### config.mk
export PLATFORM = sky130hd
export DESIGN_NAME = agent_mode_ctrl
export DESIGN_NICKNAME = d
export VERILOG_FILES = /design/src/rtl/agent_mode_ctrl.sv
export SDC_FILE = /design/constraint.sdc
export NUM_CORES = 1
export LEC_CHECK = 0
export BUFFER_PORTS_ARGS = -buffer_cell sky130_fd_sc_hd__buf_2
export CAP_MARGIN = 10
export CORE_MARGIN = 1
export CORE_UTILIZATION = 45
export CTS_CLUSTER_SIZE = 40
export DETAILED_ROUTE_END_ITERATION = 10
export PLACE_DENSITY = 0.71
export SYNTH_ARGS = -nofsm -noshare
export SYNTH_HDL_FRONTEND = slang
export SYNTH_SLANG_ARGS = --single-unit
### constraint.sdc
create_clock -name clk -period 3.89 [get_ports clk]
set_input_delay 0.1945 -clock clk [delete_from_list [all_inputs] [get_ports clk]]
set_output_delay 0.1945 -clock clk [all_outputs]
set_load 0.02 [all_outputs]
### src/rtl/agent_mode_ctrl.sv
module agent_mode_ctrl #(
  parameter int NUM_AGENTS = 4,
  parameter int ADDR_W     = 8,
  parameter int MODE_LAT   = 8,
  parameter int INIT_LAT   = 64
) (
  input  logic                    clk,
  input  logic                    rst_n,
  input  logic                    wr_en,
  input  logic [ADDR_W-1:0]       addr,
  input  logic [31:0]             wdata,
  output logic [31:0]             rd_data,
  output logic [NUM_AGENTS-1:0]   agent_clk_en,
  output logic [2*NUM_AGENTS-1:0] agent_mode
);
  localparam int CW = $clog2(MODE_LAT + 1);
  localparam int IW = $clog2(INIT_LAT + 1);
  localparam logic [ADDR_W-1:0] A_RST  = ADDR_W'(8'h00);
  localparam logic [ADDR_W-1:0] A_CEN  = ADDR_W'(8'h04);
  localparam logic [ADDR_W-1:0] A_CDIS = ADDR_W'(8'h08);
  localparam logic [ADDR_W-1:0] A_RAM  = ADDR_W'(8'h0C);
  localparam int AGENT_BASE = 16;

  logic                  rst_req;
  logic                  clk_glob;
  logic [NUM_AGENTS-1:0] clk_agent;
  logic                  ram_rdy;
  logic [IW-1:0]         ram_cnt;
  logic [NUM_AGENTS-1:0][1:0]    req_q, stat_q;
  logic [NUM_AGENTS-1:0][CW-1:0] cnt_q;
  logic [NUM_AGENTS-1:0] ctrl_hit, stat_hit;

  assign agent_clk_en = clk_glob ? clk_agent : '0;

  always_ff @(posedge clk or negedge rst_n) begin
    if (!rst_n) begin
      rst_req   <= 1'b0;
      clk_glob  <= 1'b0;
      clk_agent <= '0;
      ram_rdy   <= 1'b0;
      ram_cnt   <= '0;
    end else begin
      if (wr_en && addr == A_RST) rst_req <= wdata[0];
      if (wr_en && addr == A_CEN) begin
        clk_glob  <= wdata[16];
        clk_agent <= wdata[NUM_AGENTS-1:0];
      end else if (wr_en && addr == A_CDIS) begin
        clk_agent <= clk_agent & ~wdata[NUM_AGENTS-1:0];
      end
      if (wr_en && addr == A_RAM && wdata[0]) begin
        ram_rdy <= 1'b0;
        ram_cnt <= IW'(INIT_LAT);
      end else if (ram_cnt == IW'(1)) begin
        ram_rdy <= 1'b1;
        ram_cnt <= '0;
      end else if (ram_cnt != '0) begin
        ram_cnt <= ram_cnt - 1'b1;
      end
    end
  end

  for (genvar i = 0; i < NUM_AGENTS; i++) begin : g_agent
    assign ctrl_hit[i] = addr == ADDR_W'(AGENT_BASE + 8 * i);
    assign stat_hit[i] = addr == ADDR_W'(AGENT_BASE + 8 * i + 4);
    assign agent_mode[2*i +: 2] = stat_q[i];

    always_ff @(posedge clk or negedge rst_n) begin
      if (!rst_n) begin
        req_q[i]  <= 2'd0;
        stat_q[i] <= 2'd0;
        cnt_q[i]  <= '0;
      end else if (rst_req) begin
        req_q[i]  <= 2'd0;
        stat_q[i] <= 2'd0;
        cnt_q[i]  <= '0;
      end else if (wr_en && ctrl_hit[i] && agent_clk_en[i]) begin
        req_q[i] <= wdata[1:0];
        cnt_q[i] <= CW'(MODE_LAT);
      end else if (cnt_q[i] == CW'(1)) begin
        stat_q[i] <= req_q[i];
        cnt_q[i]  <= '0;
      end else if (cnt_q[i] != '0) begin
        cnt_q[i] <= cnt_q[i] - 1'b1;
      end
    end
  end

  always_comb begin
    rd_data = '0;
    if (addr == A_RST) rd_data[0] = rst_req;
    if (addr == A_CEN) begin
      rd_data[16] = clk_glob;
      rd_data[NUM_AGENTS-1:0] = clk_agent;
    end
    if (addr == A_RAM) rd_data[1] = ram_rdy;
    for (int i = 0; i < NUM_AGENTS; i++) begin
      if (ctrl_hit[i]) rd_data[1:0] = req_q[i];
      if (stat_hit[i]) rd_data[1:0] = stat_q[i];
    end
  end
endmodule

# After elaboration in Yosys (flattened, before gate mapping)
# Cells that the tools add are included.
[word_totals] register_bits=46 output_inout_bits=44 elab_cells=138
[op_classes] add_sub_neg=5 n_eq_ne=20 n_reduce_logical=38 n_mux=56 bitwise_logic=2
[ops] op="two-way mux 4 bit" count=20
[ops] op="two-way mux 2 bit" count=28
[ops] op="== test 8 x 5 -> 1 bit, second input constant" count=4
[ops] op="== test 8 x 6 -> 1 bit, second input constant" count=4
[ops] op="nonzero test 4 bit" count=8
[ops] op="two-way mux 7 bit" count=3
[ops] op="nonzero test 2 bit" count=10
[ops] op="== test 4 x 1 -> 1 bit, second input constant" count=4
[ops] op="== test 8 x 4 -> 1 bit, second input constant" count=2
[ops] op="subtractor 4 x 1 -> 4 bit, second input constant" count=4
[ops] op="logical AND 1 bit" count=13
[ops] op="== test 8 x 3 -> 1 bit, second input constant" count=1
[ops] op="logical NOT 8 bit" count=1
[ops] op="!= test 2 bit, second input constant" count=4
[ops] op="AND reduction 2 bit" count=4
[ops] op="== test 7 x 1 -> 1 bit, second input constant" count=1
[ops] op="nonzero test 7 bit" count=1
[ops] op="subtractor 7 x 1 -> 7 bit, second input constant" count=1
[ops] op="two-way mux 1 bit" count=5
[ops] op="AND 4 bit" count=1
[ops] op="NOT 4 bit" count=1
[ops] op="nonzero test 3 bit" count=1

# Logic depth before layout (Yosys ltp)
# Gate-level depths: netlist of run 1.
[logic_depth] depth_word=12 mapped_depth=6

# Worst setup path before layout of run 1
# No wires, ideal clock.
[synth_path] path_type="register to output" start="reg stat_q, in the netlist agent_mode[0]" end="out rd_data[0]" stages_incl_launch_ff=5 slack_ns=2.123 arrival_time_ns=1.573 required_time_ns=3.695 path_buffers=0 path_cell_list="dfrtp_1 nand3b_1 a2111oi_0 o21ai_0 a2111oi_2"
[synth_via] elab_chain_cells=7
[synth_rtl] item="start: declaration" line="29" rtl="logic [NUM_AGENTS-1:0][1:0] req_q, stat_q;"
[synth_rtl] item="start signal: indexed assignment" line="80" rtl="stat_q[i] <= req_q[i];"
[synth_rtl] item="two-way mux 2 bit" line="98" rtl="if (stat_hit[i]) rd_data[1:0] = stat_q[i];"
[synth_rtl] item="two-way mux 2 bit" line="97" rtl="if (ctrl_hit[i]) rd_data[1:0] = req_q[i];"
[synth_rtl] item="two-way mux 2 bit" line="98"
[synth_rtl] item="two-way mux 2 bit" line="97"
[synth_rtl] item="two-way mux 2 bit" line="98"
[synth_rtl] item="two-way mux 2 bit" line="97"
[synth_rtl] item="two-way mux 2 bit" line="98"
[synth_rtl] item="end: declaration" line="12" rtl="output logic [31:0] rd_data,"
# Every way passes these cells.

# Final worst setup path of run 1
[layout_path] start="reg rst_req" end="out rd_data[0]"
[layout_via] elab_chain_cells=10
[layout_rtl] item="start: declaration" line="24" rtl="logic rst_req;"
[layout_rtl] item="start signal: assignment" line="43" rtl="if (wr_en && addr == A_RST) rst_req <= wdata[0];"
[layout_rtl] item="two-way mux 1 bit" line="90" rtl="if (addr == A_RST) rd_data[0] = rst_req;"
[layout_rtl] item="two-way mux 4 bit" line="91" rtl="if (addr == A_CEN) begin"
[layout_rtl] item="two-way mux 2 bit" line="97"
[layout_rtl] item="two-way mux 2 bit" line="98"
[layout_rtl] item="two-way mux 2 bit" line="97"
[layout_rtl] item="two-way mux 2 bit" line="98"
[layout_rtl] item="two-way mux 2 bit" line="97"
[layout_rtl] item="two-way mux 2 bit" line="98"
[layout_rtl] item="two-way mux 2 bit" line="97"
[layout_rtl] item="two-way mux 2 bit" line="98"
# Every way passes these cells.

==> results.md, run 1 <==
- Primary FF master, synth: dfrtp_1
- H-tree lvl count: 2
- CP cell instances: mux2i_1 -> o2bb2ai_1 -> o21ai_0 -> a2111oi_2 -> buf_2
- Netlist cell types: 56
- Wire per inst: 14.10 µm
- Sequential fraction of the synthesis area: between 30% and 40%
- Cell taking the most area after synthesis: dfrtp_1
- Final-report max-slew violation count: 0
- Total power: approximately 1.7 mW
- Slowest cell on crit path: dfrtp_1
- Endpoint class of the critical path: output pin
- Dpl cell area: roughly 3100 µm²
- Core area: approximately 6400 µm²
- WL final: ~6000 µm
- DP HPWL: 4450 µm
- Root Driver: clkbuf_8
- Tmin final: 2.473 ns
- Final setup TNS: 0 ns
- Cells after Synth: approximately 320
- Synth warnings: 0
- Worst-path clk slew: 0.09 ns
- Synth Register Bits: 46
- Clk_lat worst skew: 0.30 ns
- Place WS: between 1.5 and 2 ns
- Die area: 7049 µm²
- Mapped cell area: approximately 3000 µm²
- Asr flop ratio synth: 100.0%
- Reg area: 1151 µm²
- Finished Cell Area: about 3200 µm²
- Die height: approximately 84 µm
- CTS tree: built
- Hold slack: about 0.066 ns
- Peak supply drop: 0.3583 mV
- Final WS setup: between 1 and 1.5 ns
- Post-CTS setup buffers: 0
- Failing checks: DRC
- DRT iter0 DRCs: 136
- Gpl congestion: 0.8173
- Leak: 1.495 nW
- Final period util: 63.56%
- Total grt overflow: 0
- PortBufs: 32
- Final setup violation count: 0
- I/O pin total: 87
- Top cells by area, synth: dfrtp_1, buf_4, ha_1
- Gr usage total: 19.08%
- CTS Buf Count: 5
- Data required, critical path: around 3.7 ns
- Post-synth EDFFs: 0
- Synth top cells by count: dfrtp_1, nor2_1, buf_4, inv_1, a21oi_1
- Routed vias: 2386
- Relative slew slack: between 30% and 40%
- Drc violations: 8
- Top-count cell post-synth: dfrtp_1
- Final ANT Viol Nets: 0
- Initial core utilization: 47.07%
- Longest Clk Path Bufs: 2
- RSZ-0062 raised after global routing: no
- Final nets: 406
- Layout cells sized above 1: 15.91%
- CP max FO: 29
- Fillers: 613
- DR vias/cell: 5.562
- Pwr/cell area: around 520 nW/µm²
- Area occupied by multi-input gates: 1608 µm²
- Yosys top cell area share: 38.08%
- Tightest Pin Transition: 1.038 ns
- Die W: 83.96 µm
- Clock sink count: 46
- Syn_area_per_cell: 9.359 µm²
- First-pass GRT wire length: 10770 µm
- CTS Hold Bufs: 0
- Layout area overhead: 5.588%
- Largest net degree at the start of global routing: 47
- Antenna cells: 0
- Maxcap violations: 0
- Arrival time worst endpoint: 2.28 ns
- Hold Path Class: in2async
- CP Class: reg2out
- Hold Fails Final Rpt: 0
- Drt first pass iters: 7
- Initial antenna violation count: 0
- Outcome: complete, but fails checks
- Vias in the first global route: 2276
- Largest stage delay, worst path: 0.93 ns
- Critical Path Start Type: flop
- Row count: 29
- Number of gates resized after cts: 0
- Worst Skew: ~0.013 ns
- Max Freq: 404.4 MHz
[worst max-delay path, delay by kind of cell, from the launching register on]
kind / cells / cell delay (ns)
buffers and inverters: 1 / 0.23
flip-flops: 1 / 0.93
AO/OA/AOI/OAI: 3 / 0.67
multiplexers: 1 / 0.15
[cell type report]
type / count / share of cell area (%)
Multi-Input combinational cell: 242 / 50.37
Sequential cell: 46 / 36.06
Timing Repair Buffer: 32 / 5.018
Tap cell: 77 / 3.018
Inverter: 24 / 2.822
Clock buffer: 6 / 2.274
Clock inverter: 2 / 0.4312
[state kept, by name, summed over array words and instances, names as in the netlist]
name,flops
cnt_q,16
agent_mode,8
req_q,8
ram_cnt,7
clk_agent,4
clk_glob,1
ram_rdy,1
rst_req,1
[cell families after synthesis]
logic type	count (synthesis)	share of synthesized area, %
compound gates	61	13.66
xor+xnor	6	1.738
fa+ha+maj	12	4.967
buf+inv	61	11.96
flops	46	38.08
mux	14	5.546
other cells	1	0.1241
simple gates	122	23.92
[metrics by stage]
step	util, %	instances
4_1_cts	49.70	429
5_1_grt	49.70	429
6_report	49.70	429
3_3_place_gp	48.35	421
2_1_floorplan	-	349
3_5_place_dp	48.35	421
[routing by layer]
layer	vias up	track usage, %	part of all wire [%]
met5	-	0	0
met4	0	7.680	1.6
met3	7	2.770	5.1
met2	82	30.55	46
met1	1141	25.98	47
li1	1156	-	-
[power by group]
group	switching [mW]	total, mW	internal, mW
Clock	0.166	0.293	0.127
Combinational	0.359	0.663	0.303
Sequential	0.110	0.711	0.601
[cells in the final DEF, fill, tap and decap left out, types with 3 or more instances in the layout]
cell,count
mux2i_1,10
nor4_1,5
a211oi_1,4
dfrtp_1,46
nand2b_1,10
nor2_1,30
and4_1,3
nand3b_1,11
nand2_1,16
nand4_1,5
nor3_1,9
o21ai_0,10
and2_1,3
a21oi_1,21
ha_1,12
a221oi_1,3
a2111oi_0,4
buf_2,32
nand3_1,7
conb_1,27
inv_1,24
xnor2_1,6
clkbuf_8,5
nand4b_1,3
or3_1,6
[final timing paths]
| path | slack, ns | start | cells past startpoint | to |
|---|---|---|---|---|
| worst max-delay path | 1.42 | rst_req | 5 | rd_data[0] |
| worst min-delay path | 0.07 | rst_n | 1 | cnt_q[6] |
| worst max register to register | 1.94 | cnt_q[5] | 6 | agent_mode[3] |
| worst min register to register | 0.49 | ram_cnt[6] | 1 | ram_cnt[6] |
| max in group asynchronous | 3.17 | rst_n | 1 | agent_mode[7] |
| min in group clk | 0.13 | wdata[16] | 2 | clk_glob |
Power figures use the tool's default switching activity.
==> inputs of run 2 (changes only) <==
ABC_AREA = 1   (was not set)
clock period = 2.3 ns   (was 3.89 ns; I/O delays follow)
==> run 2 against run 1 <==
  * The flow now finishes without violations
  * Die area fell by 2.2%
  * Highest routed layer unchanged
  * Critical endpoint unchanged
  * Flip-flop and latch count did not move
  * First-iteration DRC count fell by 3.7%
==> results.md, run 2 <==
- Final nets: 479 (was 406)
- Asr flop ratio synth: 100.0% (unchanged)
- Synth Register Bits: 46 (unchanged)
- Top cells by area, synth: dfrtp_1, nand2_1, inv_1 (was dfrtp_1, buf_4, ha_1)
- Cells after Synth: 385 (was 323)
- Die height: 83.04 µm (was 83.96 µm)
- Critical Path Start Type: flop (unchanged)
- Beginning of the worst register-to-register path: ram_cnt[0] (was cnt_q[5])
- Largest reg by FF count: cnt_q (unchanged)
- Final setup TNS: 0 ns (unchanged)
- Worst-path clk slew: 0.08 ns (was 0.09 ns)
- Post-synthesis compound-gate area fraction: 9.441% (was 13.66%)
- Tightest Pin Transition: 0.5907 ns (was 1.038 ns)
- Most frequent cells in the layout: nand2_1, inv_1, dfrtp_1 (was dfrtp_1, buf_2, nor2_1)
- CTS Buf Count: 5 (unchanged)
- Drt first pass iters: 4 (was 7)
- Clock sink count: 46 (unchanged)
- Worst R2R Setup Slack: 0.73 ns (was 1.94 ns)
- Largest net degree at the start of global routing: 47 (unchanged)
- Largest family of logic cells by synthesized area: simple AND/OR/NAND/NOR gates (unchanged)
- Layout area overhead: 10.50% (was 5.588%)
- Cell taking the most area after synthesis: dfrtp_1 (unchanged)
- Slowest cell on crit path: dfrtp_1 (unchanged)
- Hold Path End: clk_glob
- CTS tree: built (unchanged)
- CP top delay family: flip-flops (unchanged)
- I/O pin total: 87 (unchanged)
- Core area: 6350 µm² (was 6422 µm²)
- DR vias/cell: 4.978 (was 5.562)
- Vias in the first global route: 2263 (was 2276)
- Synth Area in Simple Gates: 29.51% (was 23.92%)
- Maxcap violations: 0 (unchanged)
- Layout cells sized above 1: 17.88% (was 15.91%)
- Hold Path Cell Cnt: 3
- Worst R2R End: ram_cnt[2] (was agent_mode[3])
- Primary FF master, synth: dfrtp_1 (unchanged)
- Data required, critical path: 2.18 ns (was 3.70 ns)
- Syn_area_per_cell: 7.676 µm² (was 9.359 µm²)
- Mapped cell area: 2955 µm² (was 3023 µm²)
- DP HPWL: 4528 µm (was 4450 µm)
- Hold Path Class: in2reg (was in2async)
- HP Start: wdata[16]
- CP max FO: 8 (was 29)
- Arrival time worst endpoint: 1.71 ns (was 2.28 ns)
- WL final: 5890 µm (was 6047 µm)
- Relative slew slack: 60.62% (was 30.80%)
- Initial core utilization: 46.54% (was 47.07%)
- Longest Clk Path Bufs: 2 (unchanged)
- CP cell instances: clkinv_1 -> nor2_1 -> nand2_1 -> nand2_1 -> nor2_1 -> nand4_1 -> nand2_1 -> nand4_1 -> buf_2 (was mux2i_1 -> o2bb2ai_1 -> o21ai_0 -> a2111oi_2 -> buf_2)
- Leak: 1.704 nW (was 1.495 nW)
- Post-synth EDFFs: 0 (unchanged)
- Final ANT Viol Nets: 0 (unchanged)
- Adder-Cell Fraction of Synth Area: 5.080% (was 4.967%)
- Gr usage total: 17.94% (was 19.08%)
- Clk_lat worst skew: 0.30 ns (about the same)
- CP Class: reg2out (unchanged)
- PortBufs: 32 (unchanged)
- Sequential fraction of the synthesis area: 38.95% (was 38.08%)
- First-pass GRT wire length: 10050 µm (was 10770 µm)
- Top-count cell post-synth: nand2_1 (was dfrtp_1)
- Die area: 6896 µm² (was 7049 µm²)
- Largest stage delay, worst path: 0.51 ns (was 0.93 ns)
- Max Freq: 548.7 MHz
- Yosys top cell area share: 38.95% (was 38.08%)
- R2R depth: 9 (was 6)
- Area occupied by multi-input gates: 1439 µm² (was 1608 µm²)
- Worst Skew: 0.004191 ns (was 0.01290 ns)
- Crit path buffers/inverters: 2 (was 1)
- DRT iter0 DRCs: 131 (was 136)
- Total grt overflow: 0 (unchanged)
- Endpoint class of the critical path: output pin (unchanged)
- Drc violations: 0 (was 8)
- Routed vias: 2499 (was 2386)
- Fillers: 589 (was 613)
- Pwr/cell area: 1076 nW/µm² (was 522.1 nW/µm²)
- Crit path top cell by count: nand2_1
- Gpl congestion: 0.8575 (was 0.8173)
- Netlist cell types: 33 (was 56)
- Initial antenna violation count: 0 (unchanged)
- Root Driver: clkbuf_8 (unchanged)
- Die W: 83.04 µm (was 83.96 µm)
- Antenna cells: 0 (unchanged)
- Most common cell after layout, fill and taps aside: nand2_1 (was dfrtp_1)
- Xor/xnor share of the synthesized area: 0.8891% (was 1.738%)
- Mux share of post-synthesis cell area: 0.3387% (was 5.546%)
- Wire per inst: 11.73 µm (was 14.10 µm)
- Largest register FFs: 16 (unchanged)
- Outcome: completed (was complete, but fails checks)
- Peak supply drop: 0.5662 mV (was 0.3583 mV)
- Tmin final: between 1.5 and 2 ns
- Final-report max-slew violation count: 0 (unchanged)
- Synth top cells by count: nand2_1, inv_1, dfrtp_1, nor2_1, nand3_1 (was dfrtp_1, nor2_1, buf_4, inv_1, a21oi_1)
- Total power: 3.514 mW (was 1.666 mW)
- Final period util: 79.24%
- Row count: 29 (unchanged)
- Reg area: 1151 µm² (unchanged)
- H-tree lvl count: 2 (unchanged)
- RSZ-0062 raised after global routing: no (unchanged)
- Synth warnings: 0 (unchanged)
- Hold Fails Final Rpt: 0 (unchanged)
- Final setup violation count: 0 (unchanged)
## run 2: how the worst max path moves through the flow
| stage | startpoint | to | slack [ns] | cells past startpoint |
|---|---|---|---|---|
| global route | rst_req | rd_data[0] | 0.35 | 9 |
| global placement | rst_req | rd_data[0] | 0.77 | 9 |
| CTS | rst_req | rd_data[0] | 0.46 | 9 |
| finish | rst_req | rd_data[0] | 0.48 | 9 |
| detailed placement | ram_cnt[0] | ram_cnt[2] | 0.75 | 9 |
| floorplan | ram_cnt[0] | ram_cnt[2] | 0.91 | 9 |
## run 2: power breakdown
group	total (mW)	internal, mW	switching (mW)
clock	0.735	0.463	0.271
combinational	1.40	0.534	0.861
sequential	1.38	1.14	0.245
## run 2: worst reg2reg max path, stage by stage, from the launching register on
cell	delay [ns]
dfrtp_1	0.41
inv_1	0.12
ha_1	0.20
nand2_1	0.06
inv_1	0.08
nand2_1	0.08
nor2_2	0.19
nand2_2	0.10
a21oi_1	0.17
nor3_2	0.05
## run 2: layer usage
metal  vias up  global-route usage [%]  wire length (µm)
li1       1273                       -                 -
met1      1146                   23.90              2781
met2        75                   29.66              2762
met3         5                   3.380               284
met4         0                   5.486                61
met5         -                       0                 0
## run 2: kinds of logic (layout without fill, tap and decap cells)
logic type	after synthesis	count (layout)
simple gates	175	175
xor+xnor	3	3
buf+inv	96	110
mux	1	1
compound gates	51	51
flops	46	46
other cells	1	27
fa+ha+maj	12	12
## run 2: area by class of cell
type                            count  area share [%]
Clock buffer                        6           2.529
Clock inverter                      2           1.839
Inverter                           67           7.701
Multi-Input combinational cell    269           44.06
Sequential cell                    46           35.25
Tap cell                           77           2.950
Timing Repair Buffer               35           5.671
## run 2: repair_timing
| action | in CTS | in global routing |
|---|---|---|
| resized for setup | 0 | 0 |
| endpoints found under the hold margin | 46 | 0 |
| hold buffers | 1 | 0 |
| setup endpoints to repair | 0 | 0 |
| setup buffers | 0 | 0 |
## run 2: metrics by stage
stage | setup WS, ns | instance area [µm²] | utilization, % | cells | hold WS, ns
after global routing | 0.3482 | 3266 | 51.43 | 502 | 0.07267
after global placement | 0.7695 | 3113 | 49.02 | 493 | 0.2447
after CTS | 0.4639 | 3266 | 51.43 | 502 | 0.04511
after detailed placement | 0.7529 | 3113 | 49.02 | 493 | 0.2482
after floorplan | 0.9122 | 3053 | - | 411 | -0.1806
final | 0.4774 | 3266 | 51.43 | 502 | 0.03807
==> inputs of run 3 (changes only) <==
PLACE_DENSITY = 0.74   (was 0.71)
clock period = 1.5 ns   (was 2.3 ns; I/O delays follow)
==> run 3 against run 2 <==
  * Sequential share of layout area is 1.4 points lower
  * Combinational power rose by 70%
  * Clock power is 27% higher
  * Global-route usage rose by 1.1 points
  * Worst setup slack lost 0.47 ns
  * Count of clock-buffer cells in the layout is the same
  * Utilization grew 2.1 points
  * Power is 55% higher
  * Final area rose by 4.1%
  * First-iteration DRC count increased by 27%
  * Critical endpoint unchanged
  * Largest cell class unchanged
==> results.md, run 3 (synthesis gave the netlist of run 2 again) <==
- Core area: 6350 µm² (unchanged)
- WL final: 6320 µm (was 5890 µm)
- Final ANT Viol Nets: 0 (unchanged)
- Largest net degree at the start of global routing: 47 (unchanged)
- Clock network power share: 17.2% (was 20.9%)
- Hold Path Cell Cnt: 3 (unchanged)
- Clk_lat worst skew: 0.30 ns (about the same)
- Routed vias: 2606 (was 2499)
- Worst-path clk slew: 0.09 ns (was 0.08 ns)
- R2R depth: 9 (unchanged)
- DR top layer: met4 (unchanged)
- Hold Path End: clk_glob (unchanged)
- Met1 WL: 2990 µm (was 2781 µm)
- Outcome: completed (unchanged)
- CP max FO: 2 (was 8)
- Switch share: 40.68% (was 39.19%)
- Longest Clk Path Bufs: 2 (unchanged)
- Max Freq: 670.6 MHz
- Arrival time worst endpoint: 1.42 ns (was 1.71 ns)
- Drc violations: 0 (unchanged)
- Clock sink count: 46 (unchanged)
- Largest stage delay, worst path: 0.40 ns (was 0.51 ns)
- Total power: 5.459 mW (was 3.514 mW)
- Slowest cell on crit path: dfrtp_1 (unchanged)
- Worst R2R Setup Slack: 0.07 ns (was 0.73 ns)
- Critical Path Start Type: flop (unchanged)
- Worst Skew: 0.006921 ns (was 0.004191 ns)
- CTS tree: built (unchanged)
- Final period util: between 90 and 100%
- Die W: 83.04 µm (unchanged)
- Wire per inst: 12.18 µm (was 11.73 µm)
- Initial core utilization: 46.54% (unchanged)
- Vias in the first global route: 2274 (was 2263)
- Final-report max-slew violation count: 0 (unchanged)
- Beginning of the worst register-to-register path: ram_cnt[1] (was ram_cnt[0])
- Total grt overflow: 0 (unchanged)
- Most frequent cells in the layout: nand2_1, inv_1, dfrtp_1 (unchanged)
- Drt first pass iters: 4 (unchanged)
- DRT iter0 DRCs: 166 (was 131)
- Layout area overhead: 14.99% (was 10.50%)
- I/O pin total: 87 (unchanged)
- Initial antenna violation count: 0 (unchanged)
- Pwr/cell area: 1606 nW/µm² (was 1076 nW/µm²)
- Gpl congestion: 0.8289 (was 0.8575)
- Endpoint class of the critical path: output pin (unchanged)
- Flop pwr share: 39.2% (was 39.4%)
- Die height: 83.04 µm (unchanged)
- Place WS: 0.03294 ns (was 0.7529 ns)
- Peak supply drop: 0.8984 mV (was 0.5662 mV)
- Layout cells sized above 1: 23.76% (was 17.88%)
- Root Driver: clkbuf_8 (unchanged)
- Area occupied by multi-input gates: 1460 µm² (was 1439 µm²)
- Dpl cell area: 3193 µm² (was 3113 µm²)
- Final setup violation count: 0 (unchanged)
- PortBufs: 32 (unchanged)
- Largest reg by FF count: cnt_q (unchanged)
- Data required, critical path: 1.42 ns (was 2.18 ns)
- Maxcap violations: 0 (unchanged)
- Die area: 6896 µm² (unchanged)
- Most common cell after layout, fill and taps aside: nand2_1 (unchanged)
- Hold Fails Final Rpt: 0 (unchanged)
- Crit path buffers/inverters: 2 (unchanged)
- Crit path top cell by count: nand2_1 (unchanged)
- HP Start: wdata[16] (unchanged)
- Gr usage total: 19.02% (was 17.94%)
- Leak: 1.767 nW (was 1.704 nW)
- Row count: 29 (unchanged)
- DR WL met3: 322 µm (was 284 µm)
- Antenna cells: 0 (unchanged)
- Pint: 3.238 mW (was 2.137 mW)
- Worst R2R End: ram_cnt[2] (unchanged)
- First-pass GRT wire length: 10600 µm (was 10050 µm)
- H-tree lvl count: 2 (unchanged)
- CTS Buf Count: 5 (unchanged)
- Hold Path Class: in2reg (unchanged)
- RSZ-0062 raised after global routing: yes (was no)
- Switch Pwr: 2.221 mW (was 1.377 mW)
- Tmin final: 1.491 ns
- Final nets: 496 (was 479)
- DP HPWL: 4691 µm (was 4528 µm)
- Routed wl met2: 2930 µm (was 2762 µm)
- Largest register FFs: 16 (unchanged)
- CP cell instances: clkinv_2 -> nor2_1 -> nand2_1 -> nand2_1 -> nor2_1 -> nand4_1 -> nand2_1 -> nand4_1 -> buf_4 (was clkinv_1 -> nor2_1 -> nand2_1 -> nand2_1 -> nor2_1 -> nand4_1 -> nand2_1 -> nand4_1 -> buf_2)
- Final WS setup: 0.008867 ns (was 0.4774 ns)
- DR vias/cell: 5.021 (was 4.978)
- CP top delay family: simple AND/OR/NAND/NOR gates (was flip-flops)
- Comb pwr share: 43.7% (was 39.7%)
- Finished Cell Area: 3398 µm² (was 3266 µm²)
- CP Class: reg2out (unchanged)
- Reg area: 1151 µm² (unchanged)
- Fillers: 609 (was 589)
## run 3: power groups by stage
stage	Combinational, mW	Clock [mW]	Sequential, mW
final	2.38	0.937	2.14
after global routing	2.74	0.994	2.20
after CTS	2.25	0.944	2.12
after detailed placement	2.24	0	2.14
after global placement	2.14	0	2.12
after floorplan	1.64	0	2.15
## run 3: layer usage
metal / track usage, % / vias up
met5: 0 / -
met4: 5.172 / 0
met3: 3.479 / 10
met2: 30.33 / 78
met1: 26.65 / 1221
li1: - / 1297
## run 3: cell type report
class | count | area share [%]
sequential | 46 | 33.87
clock inverter | 2 | 1.105
clock buffer | 6 | 2.135
multi-input combinational | 269 | 42.97
inverter | 67 | 7.437
tap | 77 | 2.835
timing repair buffer | 52 | 9.647
## run 3: worst register-to-register path, delay by kind of cell (launching register included)
kind | cells | cell delay [ns]
AOI/OAI and AO/OA | 1 | 0.15
adders and majority gates | 1 | 0.18
buffers and inverters | 2 | 0.15
DFF | 1 | 0.41
and+or+nand+nor | 5 | 0.43
## run 3: repair_timing
item                                    CTS  global route
hold endpoints to repair                 46             0
pin swaps                                 1             5
buffers inserted                          1             7
endpoints found under the setup margin    1            12
hold buffers                              1             0
resized for setup                         2            13
## run 3: worst max-delay path by stage
stage,cells after the start,from,end,slack (ns)
after global routing,9,rst_req,rd_data[0],-0.11
final,9,rst_req,rd_data[0],0.009
after CTS,9,rst_req,rd_data[0],0.009
after floorplan,9,ram_cnt[0],ram_cnt[2],0.11
after detailed placement,10,ram_cnt[1],ram_cnt[3],0.03
after global placement,10,ram_cnt[1],ram_cnt[3],0.07
## run 3: stage by stage
stage          hold WS (ns)  std cells  util [%]  setup TNS, ns
3_5_place_dp        0.08191        502     50.29              0
5_1_grt             0.01326        519     53.52        -0.4094
2_1_floorplan       -0.2206        411         -              0
6_report           0.007273        519     53.52              0
4_1_cts             0.01327        512     52.35              0
3_3_place_gp        0.07541        502     50.29              0
